## config.mk

```make
export PLATFORM = sky130hd
export DESIGN_NAME = blk2d_load
export DESIGN_NICKNAME = d
export VERILOG_FILES = /design/src/rtl/blk2d_pkg.sv /design/src/rtl/blk2d_fifo.sv /design/src/rtl/blk2d_walker.sv /design/src/rtl/blk2d_pack.sv /design/src/rtl/blk2d_load.sv
export SDC_FILE = /design/constraint.sdc
export NUM_CORES = 2
export LEC_CHECK = 0
export CORE_UTILIZATION = 60
export DETAILED_ROUTE_END_ITERATION = 12
export DONT_BUFFER_PORTS = 1
export PLACE_DENSITY = 0.85
export SLEW_MARGIN = 10
export SYNTH_ARGS = -nofsm -noshare
export SYNTH_HDL_FRONTEND = slang
export SYNTH_HIERARCHICAL = 1
export SYNTH_SLANG_ARGS = --single-unit
```

## constraint.sdc

```tcl
create_clock -name clk -period 22.6 [get_ports clk]
set_input_delay 1.13 -clock clk [delete_from_list [all_inputs] [get_ports clk]]
set_output_delay 1.13 -clock clk [all_outputs]
set_load 0.01 [all_outputs]
```

## src/rtl/blk2d_pkg.sv

```systemverilog
package blk2d_pkg;

  typedef enum logic [1:0] {
    OP_SET  = 2'd0,
    OP_ADJ  = 2'd1,
    OP_LOAD = 2'd2,
    OP_NOP  = 2'd3
  } blk_op_e;

  typedef enum logic [1:0] {
    ES_8   = 2'd0,
    ES_16  = 2'd1,
    ES_32  = 2'd2,
    ES_BAD = 2'd3
  } elem_sz_e;

  // one token per walked element, consumed in order by the assembler
  typedef struct packed {
    logic       zero;  // element is filled with zero, no read was issued
    logic [1:0] kidx;  // lane inside the packed word
    logic [1:0] esz;   // element size code
    logic       wend;  // last lane of the word
    logic       last;  // last element of the load
  } blk_tok_t;

endpackage

```

## src/rtl/blk2d_fifo.sv

```systemverilog
module blk2d_fifo #(
  parameter int W     = 7,
  parameter int DEPTH = 4
) (
  input  logic         clk,
  input  logic         rst_n,
  input  logic         push,
  input  logic [W-1:0] din,
  input  logic         pop,
  output logic [W-1:0] dout,
  output logic         full,
  output logic         empty
);
  localparam int PW = $clog2(DEPTH);

  logic [W-1:0]  store [DEPTH];
  logic [PW-1:0] wptr, rptr;
  logic [PW:0]   cnt;

  assign full  = (cnt == (PW+1)'(DEPTH));
  assign empty = (cnt == '0);
  assign dout  = store[rptr];

  always_ff @(posedge clk or negedge rst_n) begin
    if (!rst_n) begin
      wptr <= '0;
      rptr <= '0;
      cnt  <= '0;
    end else begin
      if (push && !full) begin
        store[wptr] <= din;
        wptr        <= wptr + PW'(1);
      end
      if (pop && !empty) rptr <= rptr + PW'(1);
      case ({push && !full, pop && !empty})
        2'b10:   cnt <= cnt + (PW+1)'(1);
        2'b01:   cnt <= cnt - (PW+1)'(1);
        default: cnt <= cnt;
      endcase
    end
  end
endmodule

```

## src/rtl/blk2d_walker.sv

```systemverilog
module blk2d_walker
  import blk2d_pkg::*;
#(
  parameter int AW   = 32,
  parameter int CW   = 16,
  parameter int DIMW = 6,
  parameter int ARRW = 2
) (
  input  logic                 clk,
  input  logic                 rst_n,
  input  logic                 start,
  input  logic [AW-1:0]        base,
  input  logic [CW-1:0]        surf_h,
  input  logic [CW-1:0]        surf_w,
  input  logic [CW-1:0]        pitch,
  input  logic signed [CW-1:0] row0,
  input  logic signed [CW-1:0] col0,
  input  logic [DIMW-1:0]      blk_h,
  input  logic [DIMW-1:0]      blk_w,
  input  logic [ARRW-1:0]      arr_m1,
  input  logic [1:0]           esz,
  input  logic                 bchk,
  input  logic                 packed_en,
  input  logic                 trans_en,
  output logic                 busy,
  output logic                 rd_valid,
  input  logic                 rd_ready,
  output logic [AW-1:0]        rd_addr,
  output logic                 tok_push,
  output blk_tok_t             tok,
  input  logic                 tok_full
);
  localparam int TW = DIMW + ARRW;    // combined tile width
  localparam int RW = TW + 2;         // local row incl. packing filler
  localparam int XW = CW + TW + 2;    // absolute signed coordinate
  localparam int LW = XW + CW + 1;    // linear element index

  logic [AW-1:0]        l_base;
  logic [CW-1:0]        l_sh, l_sw, l_pitch;
  logic signed [CW-1:0] l_row0, l_col0;
  logic [DIMW-1:0]      l_bh;
  logic [TW-1:0]        l_tw;
  logic [1:0]           l_esz, l_ksh;
  logic                 l_bchk, l_tr;
  logic [TW-1:0]        cnt_a, cnt_b;
  logic [1:0]           cnt_k;

  logic [1:0]           kmax;
  logic [TW-1:0]        ngrp, a_lim, b_lim;
  logic [RW-1:0]        loc_r;
  logic [TW-1:0]        loc_c;
  logic signed [XW-1:0] abs_r, abs_c;
  logic signed [LW-1:0] lin;
  logic                 outside, pad_row, zero, k_end, b_end, a_end, step;

  assign kmax  = 2'((3'd1 << l_ksh) - 3'd1);
  assign ngrp  = TW'((TW'(l_bh) + TW'(kmax)) >> l_ksh);
  assign a_lim = l_tr ? l_tw : ngrp;
  assign b_lim = l_tr ? TW'(l_bh) : l_tw;

  // map walk counters to tile coordinates
  assign loc_r = l_tr ? RW'(cnt_b) : ((RW'(cnt_a) << l_ksh) + RW'(cnt_k));
  assign loc_c = l_tr ? cnt_a : cnt_b;
  assign abs_r = XW'(l_row0) + $signed(XW'(loc_r));
  assign abs_c = XW'(l_col0) + $signed(XW'(loc_c));

  assign outside = (abs_r < 0) || (abs_r >= $signed(XW'(l_sh))) ||
                   (abs_c < 0) || (abs_c >= $signed(XW'(l_sw)));
  assign pad_row = (loc_r >= RW'(l_bh));
  assign zero    = pad_row || (l_bchk && outside);

  assign lin     = LW'(abs_r) * $signed(LW'(l_pitch)) + LW'(abs_c);
  assign rd_addr = l_base + AW'(lin <<< l_esz);

  assign k_end = (cnt_k == kmax);
  assign b_end = (cnt_b == b_lim - TW'(1));
  assign a_end = (cnt_a == a_lim - TW'(1));

  assign rd_valid = busy && !zero && !tok_full;
  assign step     = busy && !tok_full && (zero || rd_ready);
  assign tok_push = step;

  always_comb begin
    tok.zero = zero;
    tok.kidx = cnt_k;
    tok.esz  = l_esz;
    tok.wend = k_end;
    tok.last = k_end && b_end && a_end;
  end

  always_ff @(posedge clk or negedge rst_n) begin
    if (!rst_n) begin
      busy    <= 1'b0;
      l_base  <= '0;
      l_sh    <= '0;
      l_sw    <= '0;
      l_pitch <= '0;
      l_row0  <= '0;
      l_col0  <= '0;
      l_bh    <= '0;
      l_tw    <= '0;
      l_esz   <= '0;
      l_ksh   <= '0;
      l_bchk  <= 1'b0;
      l_tr    <= 1'b0;
      cnt_a   <= '0;
      cnt_b   <= '0;
      cnt_k   <= '0;
    end else if (start && !busy) begin
      busy    <= 1'b1;
      l_base  <= base;
      l_sh    <= surf_h;
      l_sw    <= surf_w;
      l_pitch <= pitch;
      l_row0  <= row0;
      l_col0  <= col0;
      l_bh    <= blk_h;
      l_tw    <= TW'(blk_w) * (TW'(arr_m1) + TW'(1));
      l_esz   <= esz;
      l_ksh   <= !packed_en ? 2'd0 : (esz == ES_8) ? 2'd2 : 2'd1;
      l_bchk  <= bchk;
      l_tr    <= trans_en;
      cnt_a   <= '0;
      cnt_b   <= '0;
      cnt_k   <= '0;
    end else if (step) begin
      if (!k_end) begin
        cnt_k <= cnt_k + 2'd1;
      end else begin
        cnt_k <= '0;
        if (!b_end) begin
          cnt_b <= cnt_b + TW'(1);
        end else begin
          cnt_b <= '0;
          if (!a_end) cnt_a <= cnt_a + TW'(1);
          else        busy  <= 1'b0;
        end
      end
    end
  end
endmodule

```

## src/rtl/blk2d_pack.sv

```systemverilog
module blk2d_pack
  import blk2d_pkg::*;
(
  input  logic        clk,
  input  logic        rst_n,
  input  logic        tok_valid,
  input  blk_tok_t    tok,
  output logic        tok_pop,
  input  logic        rsp_valid,
  output logic        rsp_ready,
  input  logic [31:0] rsp_data,
  output logic        res_valid,
  input  logic        res_ready,
  output logic [31:0] res_data,
  output logic        res_last
);
  logic [31:0] acc, elem, merged, mask;
  logic [4:0]  shamt;
  logic        can_take;

  assign can_take = !res_valid || res_ready;

  always_comb begin
    case (tok.esz)
      ES_8:    mask = 32'h0000_00ff;
      ES_16:   mask = 32'h0000_ffff;
      default: mask = 32'hffff_ffff;
    endcase
  end

  assign elem      = tok.zero ? 32'h0 : (rsp_data & mask);
  assign shamt     = 5'(tok.kidx) << (3'd3 + 3'(tok.esz));
  assign merged    = ((tok.kidx == 2'd0) ? 32'h0 : acc) | (elem << shamt);
  assign rsp_ready = tok_valid && !tok.zero && can_take;
  assign tok_pop   = tok_valid && can_take && (tok.zero || rsp_valid);

  always_ff @(posedge clk or negedge rst_n) begin
    if (!rst_n) begin
      acc       <= '0;
      res_valid <= 1'b0;
      res_data  <= '0;
      res_last  <= 1'b0;
    end else begin
      if (res_valid && res_ready) res_valid <= 1'b0;
      if (tok_pop) begin
        if (tok.wend) begin
          res_valid <= 1'b1;
          res_data  <= merged;
          res_last  <= tok.last;
        end else begin
          acc <= merged;
        end
      end
    end
  end
endmodule

```

## src/rtl/blk2d_load.sv

```systemverilog
module blk2d_load
  import blk2d_pkg::*;
#(
  parameter int AW     = 32,
  parameter int CW     = 16,
  parameter int DIMW   = 6,
  parameter int ARRW   = 2,
  parameter int QDEPTH = 4
) (
  input  logic            clk,
  input  logic            rst_n,
  input  logic            cmd_valid,
  output logic            cmd_ready,
  input  logic [1:0]      cmd_op,
  input  logic [AW-1:0]   cmd_base,
  input  logic [CW-1:0]   cmd_surf_h,
  input  logic [CW-1:0]   cmd_surf_w,
  input  logic [CW-1:0]   cmd_pitch,
  input  logic [CW-1:0]   cmd_row,
  input  logic [CW-1:0]   cmd_col,
  input  logic [DIMW-1:0] cmd_blk_h,
  input  logic [DIMW-1:0] cmd_blk_w,
  input  logic [ARRW-1:0] cmd_arr_m1,
  input  logic [1:0]      cmd_esz,
  input  logic            cmd_bchk,
  input  logic            cmd_packed,
  input  logic            cmd_trans,
  output logic            rd_valid,
  input  logic            rd_ready,
  output logic [AW-1:0]   rd_addr,
  input  logic            rsp_valid,
  output logic            rsp_ready,
  input  logic [31:0]     rsp_data,
  output logic            res_valid,
  input  logic            res_ready,
  output logic [31:0]     res_data,
  output logic            res_last,
  output logic            err
);
  localparam int TOKW = $bits(blk_tok_t);

  logic [AW-1:0]        d_base;
  logic [CW-1:0]        d_sh, d_sw, d_pitch;
  logic signed [CW-1:0] d_row, d_col;
  logic [DIMW-1:0]      d_bh, d_bw;

  logic     busy, accept, is_load, bad, start;
  logic     tok_push, tok_full, tok_empty, tok_pop;
  blk_tok_t tok_in, tok_out;
  blk_op_e  op;

  assign op        = blk_op_e'(cmd_op);
  assign cmd_ready = !busy;
  assign accept    = cmd_valid && cmd_ready;
  assign is_load   = accept && (op == OP_LOAD);

  assign bad = (d_bh == '0) || (d_bw == '0) || (cmd_esz == ES_BAD) ||
               (cmd_packed && cmd_trans) ||
               (cmd_packed && cmd_esz == ES_32) ||
               (cmd_trans && cmd_esz != ES_32);
  assign start = is_load && !bad;

  always_ff @(posedge clk or negedge rst_n) begin
    if (!rst_n) begin
      d_base  <= '0;
      d_sh    <= '0;
      d_sw    <= '0;
      d_pitch <= '0;
      d_row   <= '0;
      d_col   <= '0;
      d_bh    <= '0;
      d_bw    <= '0;
      err     <= 1'b0;
    end else if (accept) begin
      case (op)
        OP_SET: begin
          d_base  <= cmd_base;
          d_sh    <= cmd_surf_h;
          d_sw    <= cmd_surf_w;
          d_pitch <= cmd_pitch;
          d_row   <= $signed(cmd_row);
          d_col   <= $signed(cmd_col);
          d_bh    <= cmd_blk_h;
          d_bw    <= cmd_blk_w;
        end
        OP_ADJ: begin
          d_row <= d_row + $signed(cmd_row);
          d_col <= d_col + $signed(cmd_col);
        end
        OP_LOAD: err <= bad;
        default: ;
      endcase
    end
  end

  blk2d_walker #(
    .AW(AW), .CW(CW), .DIMW(DIMW), .ARRW(ARRW)
  ) walker_i (
    .clk(clk), .rst_n(rst_n), .start(start),
    .base(d_base), .surf_h(d_sh), .surf_w(d_sw), .pitch(d_pitch),
    .row0(d_row), .col0(d_col), .blk_h(d_bh), .blk_w(d_bw),
    .arr_m1(cmd_arr_m1), .esz(cmd_esz), .bchk(cmd_bchk),
    .packed_en(cmd_packed), .trans_en(cmd_trans),
    .busy(busy), .rd_valid(rd_valid), .rd_ready(rd_ready), .rd_addr(rd_addr),
    .tok_push(tok_push), .tok(tok_in), .tok_full(tok_full)
  );

  blk2d_fifo #(.W(TOKW), .DEPTH(QDEPTH)) tokq_i (
    .clk(clk), .rst_n(rst_n),
    .push(tok_push), .din(tok_in),
    .pop(tok_pop), .dout(tok_out),
    .full(tok_full), .empty(tok_empty)
  );

  blk2d_pack pack_i (
    .clk(clk), .rst_n(rst_n),
    .tok_valid(!tok_empty), .tok(tok_out), .tok_pop(tok_pop),
    .rsp_valid(rsp_valid), .rsp_ready(rsp_ready), .rsp_data(rsp_data),
    .res_valid(res_valid), .res_ready(res_ready),
    .res_data(res_data), .res_last(res_last)
  );
endmodule

```

# == After elaboration in Yosys (flattened, before gate mapping) ==
# Memories as Yosys holds them, arrays and structs flattened.
# Index checks and enable logic that the tools add are counted.
# totals
memories,1
mem_bits_rw,28
regBits,349
inputBits,171
# op_classes
bitwise_logic,3
n_eq_ne,13
n_reduce_logical,62
n_mul,2
shifts,6
muxes,34
n_lt_le_gt_ge,5
n_addsub,20
# memory_table
memory,depth,width,rd,rd_ports_with_merged_regs,write_ports,line_no,source
tokq_i.store,4,7,1,0,1,blk2d_fifo.sv:16,logic [W-1:0] store [DEPTH];
# ops
cell,count
2-to-1 mux 8 bit,12
2-to-1 mux 32 bit,2
case mux 16 bit (2 select lines),2
case mux 32 bit (2 select lines),1
<<< shifter 43 x 2 -> 32 bit,1
adder 34 x 17 -> 35 bit,1
>= comparator 17 bit,2
"< comparator 17 x 1 -> 1 bit, second input constant",2
multiplier 17 x 17 -> 34 bit,1
adder 16 bit,2
adder 32 bit,1
AND 32 bit,1
bitwise OR 32 bit,1
<< shifter 32 x 5 -> 32 bit,1
logical AND 1 bit,22
adder 16 x 11 -> 17 bit,1
adder 16 x 9 -> 17 bit,1
"adder 8 x 1 -> 8 bit, second input constant",2
== test 8 bit,2
"subtractor 8 x 1 -> 8 bit, second input constant",2
zero test 6 bit,2
logical OR 1 bit,12
AND reduction 2 bit,6
nonzero test 2 bit,6
28 further kinds,59

# == Depth between registers and ports, before layout ==
# depth
ltp_word,16
mapped_depth,53

# == Modules after synthesis ==
# Netlist, hierarchy kept.
# modules_own_cells
module,area_each_um2,cells_each,instances
blk2d_walker,23064.6,2735,1
blk2d_load,6409.9,564,1
blk2d_pack,4768.3,565,1
blk2d_fifo,1450.1,74,1

# == Worst setup path before layout ==
# Ideal clock, no wire load.
# synth_path
path_kind,reg-to-output
startpoint,reg walker_i.l_ksh[0]
endpoint,out rd_addr[31]
arrival_time_ns,11.463
slack_ns,10.007
path_stages_with_launch,52
path_cell_list,dfrtp_1 -> buf_4 -> buf_2 -> buf_2 -> or2_2 -> nor2_1 -> ha_1 -> fa_1 -> mux2_2 -> ha_1 -> a21o_1 -> a21o_1 -> a21o_1 -> a21o_1 -> a21o_1 -> a21o_1 -> a21o_1 -> a2111oi_0 -> [16 not listed] -> o21bai_1 -> a21oi_1 -> o21bai_1 -> a21oi_1 -> xnor2_1 -> a21oi_1 -> mux2i_1 -> ha_1 -> a21o_1 -> a21o_1 -> a21oi_1 -> o21ai_0 -> a41oi_1 -> o211ai_1 -> a31o_2 -> a21oi_1 -> xnor2_1 -> xnor2_1
# synth_via
elab_chain_len,8
# synth_lines
element,line_no,source
from (decl),blk2d_walker.sv:43,"logic [1:0] l_esz, l_ksh;"
from (signal assigned),blk2d_walker.sv:120,l_ksh <= !packed_en ? 2'd0 : (esz == ES_8) ? 2'd2 : 2'd1;
<< shifter 8 x 2 -> 10 bit,blk2d_walker.sv:62,assign loc_r = l_tr ? RW'(cnt_b) : ((RW'(cnt_a) << l_ksh) + RW'(cnt_k));
adder 10 x 2 -> 10 bit,blk2d_walker.sv:62,
2-to-1 mux 10 bit,blk2d_walker.sv:62,
adder 16 x 11 -> 17 bit,blk2d_walker.sv:64,assign abs_r = XW'(l_row0) + $signed(XW'(loc_r));
multiplier 17 x 17 -> 34 bit,blk2d_walker.sv:72,assign lin = LW'(abs_r) * $signed(LW'(l_pitch)) + LW'(abs_c);
adder 34 x 17 -> 35 bit,blk2d_walker.sv:72,
<<< shifter 43 x 2 -> 32 bit,blk2d_walker.sv:73,assign rd_addr = l_base + AW'(lin <<< l_esz);
adder 32 bit,blk2d_walker.sv:73,
to (decl),blk2d_load.sv:30,"output logic [AW-1:0] rd_addr,"
# Every way passes these cells.

# == Final worst setup path ==
# Same ends and word-level chain as after synthesis.

==> metrics <==
dpl hpwl=70200 µm; WL per Instance=20.0 µm; skew final=0.0258 ns; die height=246 µm; layout cell share with drive strength beyond 1=0.0619; Synth Flop Type=dfrtp_1; die area=60500 µm²; post-synthesis register bit count=377; cell type with the largest total area after synthesis=dfrtp_1; critical path class=flip-flop to primary output; unique cell type count in the Yosys netlist=111; Yosys top cell area share=0.245; initial antenna violation count=17; Pins Over Slew Limit=0; flop2flop setup slack=13.81 ns; IO Port Bufs=0; detailed-route via count=28100; worst hold path class=input port to asynchronous set/reset pin; Fin. Hold Viols=0; Synth area leaders=dfrtp_1 24%, fa_1 17%, ha_1 8.1%; Fill cells=4736; Worst Path Required=21.47 ns; Buf+Inv Stages, Crit Path=7; CTS max path bufs=3; startpoint types=flip-flop; syn nets=4637; slowest CP cell=dfrtp_1; Post-Layout Inst Area=37600 µm²; async set-reset flop share out of synthesis=0.926; number of I/O pins=241; outcome=complete, no violations; Total Wirelength=92500 µm; Final Net Count=4517; RSZ-0062 raised after global routing=false; top cell family by delay on the critical path=adder cells; Chip Width=246 µm; sequential area share after synthesis=0.268; Mapped Area=35700 µm²; Slew @ Worst Pin=1.05 ns; maxcap violations=0; Initial Util=0.606; cts repair resizes=0; cell count after synthesis=3938; synthesis-to-finish area growth=5.22%; CTS H-tree depth=2; Post-CTS Hold Buffers=0; TritonRoute pass-1 iters=8; clock root cell=clkbuf_16; core outline area=58900 µm²; RD Place Congestion=1.01; CP endpoint kind=primary output; Post-DP Area=36100 µm²; clk sinks=377; fin crit share=0.630; most common cell after layout, fill and taps aside=nand2_1; CTS buffer count=43; DRC=0; post-route minimum period=14.25 ns; # Post-CTS Setup Buffers=0; drt initial violations=2301; CTS tree=yes; Max-slew headroom=0.300; setup_tns=0 ns; commonest cells after routing, fill and taps aside=641 x nand2_1, 464 x inv_1, 348 x dfrtp_1; Non-Filler Instances=4626; worst-path fanout max=32; Synth Area per Inst=9.06 µm²; number of synthesis warnings=6; Placed Cells=4546; vias per std cell=6.08; DRT antenna net count=0; Largest stage delay, worst path=1.04 ns; CP arrival=13.12 ns; Post-synth EDFFs=28; first-pass GRT wire length=150000 µm; Worst-Skew Late Latency=0.57 ns; vias in the first global route=27900; GRT Overall Usage=0.312; largest net degree at the start of global routing=354; # rows=89; FMAX=70.2 MHz; final setup fails=0; clk slew on worst S/H paths=0.06 ns; Top cell by count, worst path=a21o_1; total congestion overflow=0
worst register-to-register path, delay by kind of cell (launching register included):
family                     cells  cell delay [ns]
adders and majority gates      6             1.86
buffers and inverters          2             0.13
AOI/OAI and AO/OA             12             3.74
DFF                            1             1.04
muxes                          1             0.29
and+or+nand+nor                8             1.35
xor gates and xnor gates       2             0.30
registers in the layout, indices dropped and copies added, names as in the netlist, 16 cells and up:
name              count
d_sh                 16
d_base               32
walker_i/l_pitch     16
walker_i/l_row0      16
walker_i/l_col0      16
walker_i/l_sh        16
d_sw                 16
walker_i/l_sw        16
d_col                16
tokq_i/store         28
d_row                16
walker_i/l_base      32
d_pitch              16
pack_i/acc           32
pack_i/res_data      32
metal layers:
metal,GRT usage,wire [µm]
met1,0.432,39700
met2,0.493,42200
met3,0.0654,8020
met4,0.0888,2410
met5,0,179
synth_stat cells, types with 25 or more instances:
| cell type | instances |
|---|---|
| nand2_1 | 641 |
| inv_1 | 464 |
| dfrtp_1 | 349 |
| fa_1 | 297 |
| ha_1 | 231 |
| o21ai_0 | 181 |
| nor2_1 | 168 |
| a21oi_1 | 162 |
| and2_1 | 149 |
| clkbuf_1 | 136 |
| xnor2_1 | 106 |
| mux2i_1 | 76 |
| mux2_2 | 69 |
| a21o_1 | 68 |
| nand3_1 | 58 |
| mux2_1 | 49 |
| nor3_1 | 45 |
| xor2_1 | 43 |
| nor2b_1 | 37 |
| o211ai_1 | 37 |
| buf_2 | 32 |
| nand4_1 | 31 |
| edfxtp_1 | 28 |
| nand2b_1 | 27 |
| o22ai_1 | 26 |
| a211oi_1 | 25 |
cell type report:
class | instances | area, µm² | share of cell area
multi-input combinational | 2900 | 23600 | 0.627
sequential | 377 | 9580 | 0.255
inverter | 466 | 1750 | 0.0466
clock buffer | 52 | 1190 | 0.0317
tap | 773 | 967 | 0.0258
clock inverter | 23 | 275 | 0.00733
timing repair buffer | 30 | 225 | 0.00600
antenna | 5 | 12.5 | 0.000333
path summary, 6_finish.rpt:
kind                                   start                  end  depth (start not counted)
min reg2reg                       d_base[26]  walker_i/l_base[26]                          2
min                                    rst_n  pack_i/res_data[27]                          0
min in group clk                  d_base[26]  walker_i/l_base[26]                          2
max reg2reg                walker_i/l_ksh[0]        tokq_i/cnt[2]                         31
max                        walker_i/l_ksh[0]          rd_addr[31]                         51
max in group asynchronous              rst_n  walker_i/l_row0[10]                          0
stage by stage:
| stage | setup WS, ns | hold slack (ns) | utilization |
|---|---|---|---|
| 5_1_grt | 7.41 | 0.228 | 0.637 |
| 3_5_place_dp | 9.04 | 0.450 | 0.612 |
| 6_report | 8.35 | 0.258 | 0.638 |
| 2_1_floorplan | 10.01 | 0.432 | - |
| 3_3_place_gp | 9.25 | 0.444 | 0.612 |
| 4_1_cts | 8.37 | 0.233 | 0.637 |
cell families (layout without fill, tap and decap cells):
kind of cell             after synthesis  count (layout)  synth area share
AO/OA/AOI/OAI                        742             742             0.137
XOR/XNOR                             149             149            0.0366
adder cells (fa/ha/maj)              528             528             0.248
buffers and inverters                661             571            0.0728
flip-flops                           377             377             0.268
multiplexers                         215             215            0.0715
other                                  0               5                 0
AND/OR/NAND/NOR                     1266            1266             0.166
Power is not shown: default switching activity piles up to over one toggle a cycle in this logic, so the estimate is an artifact.
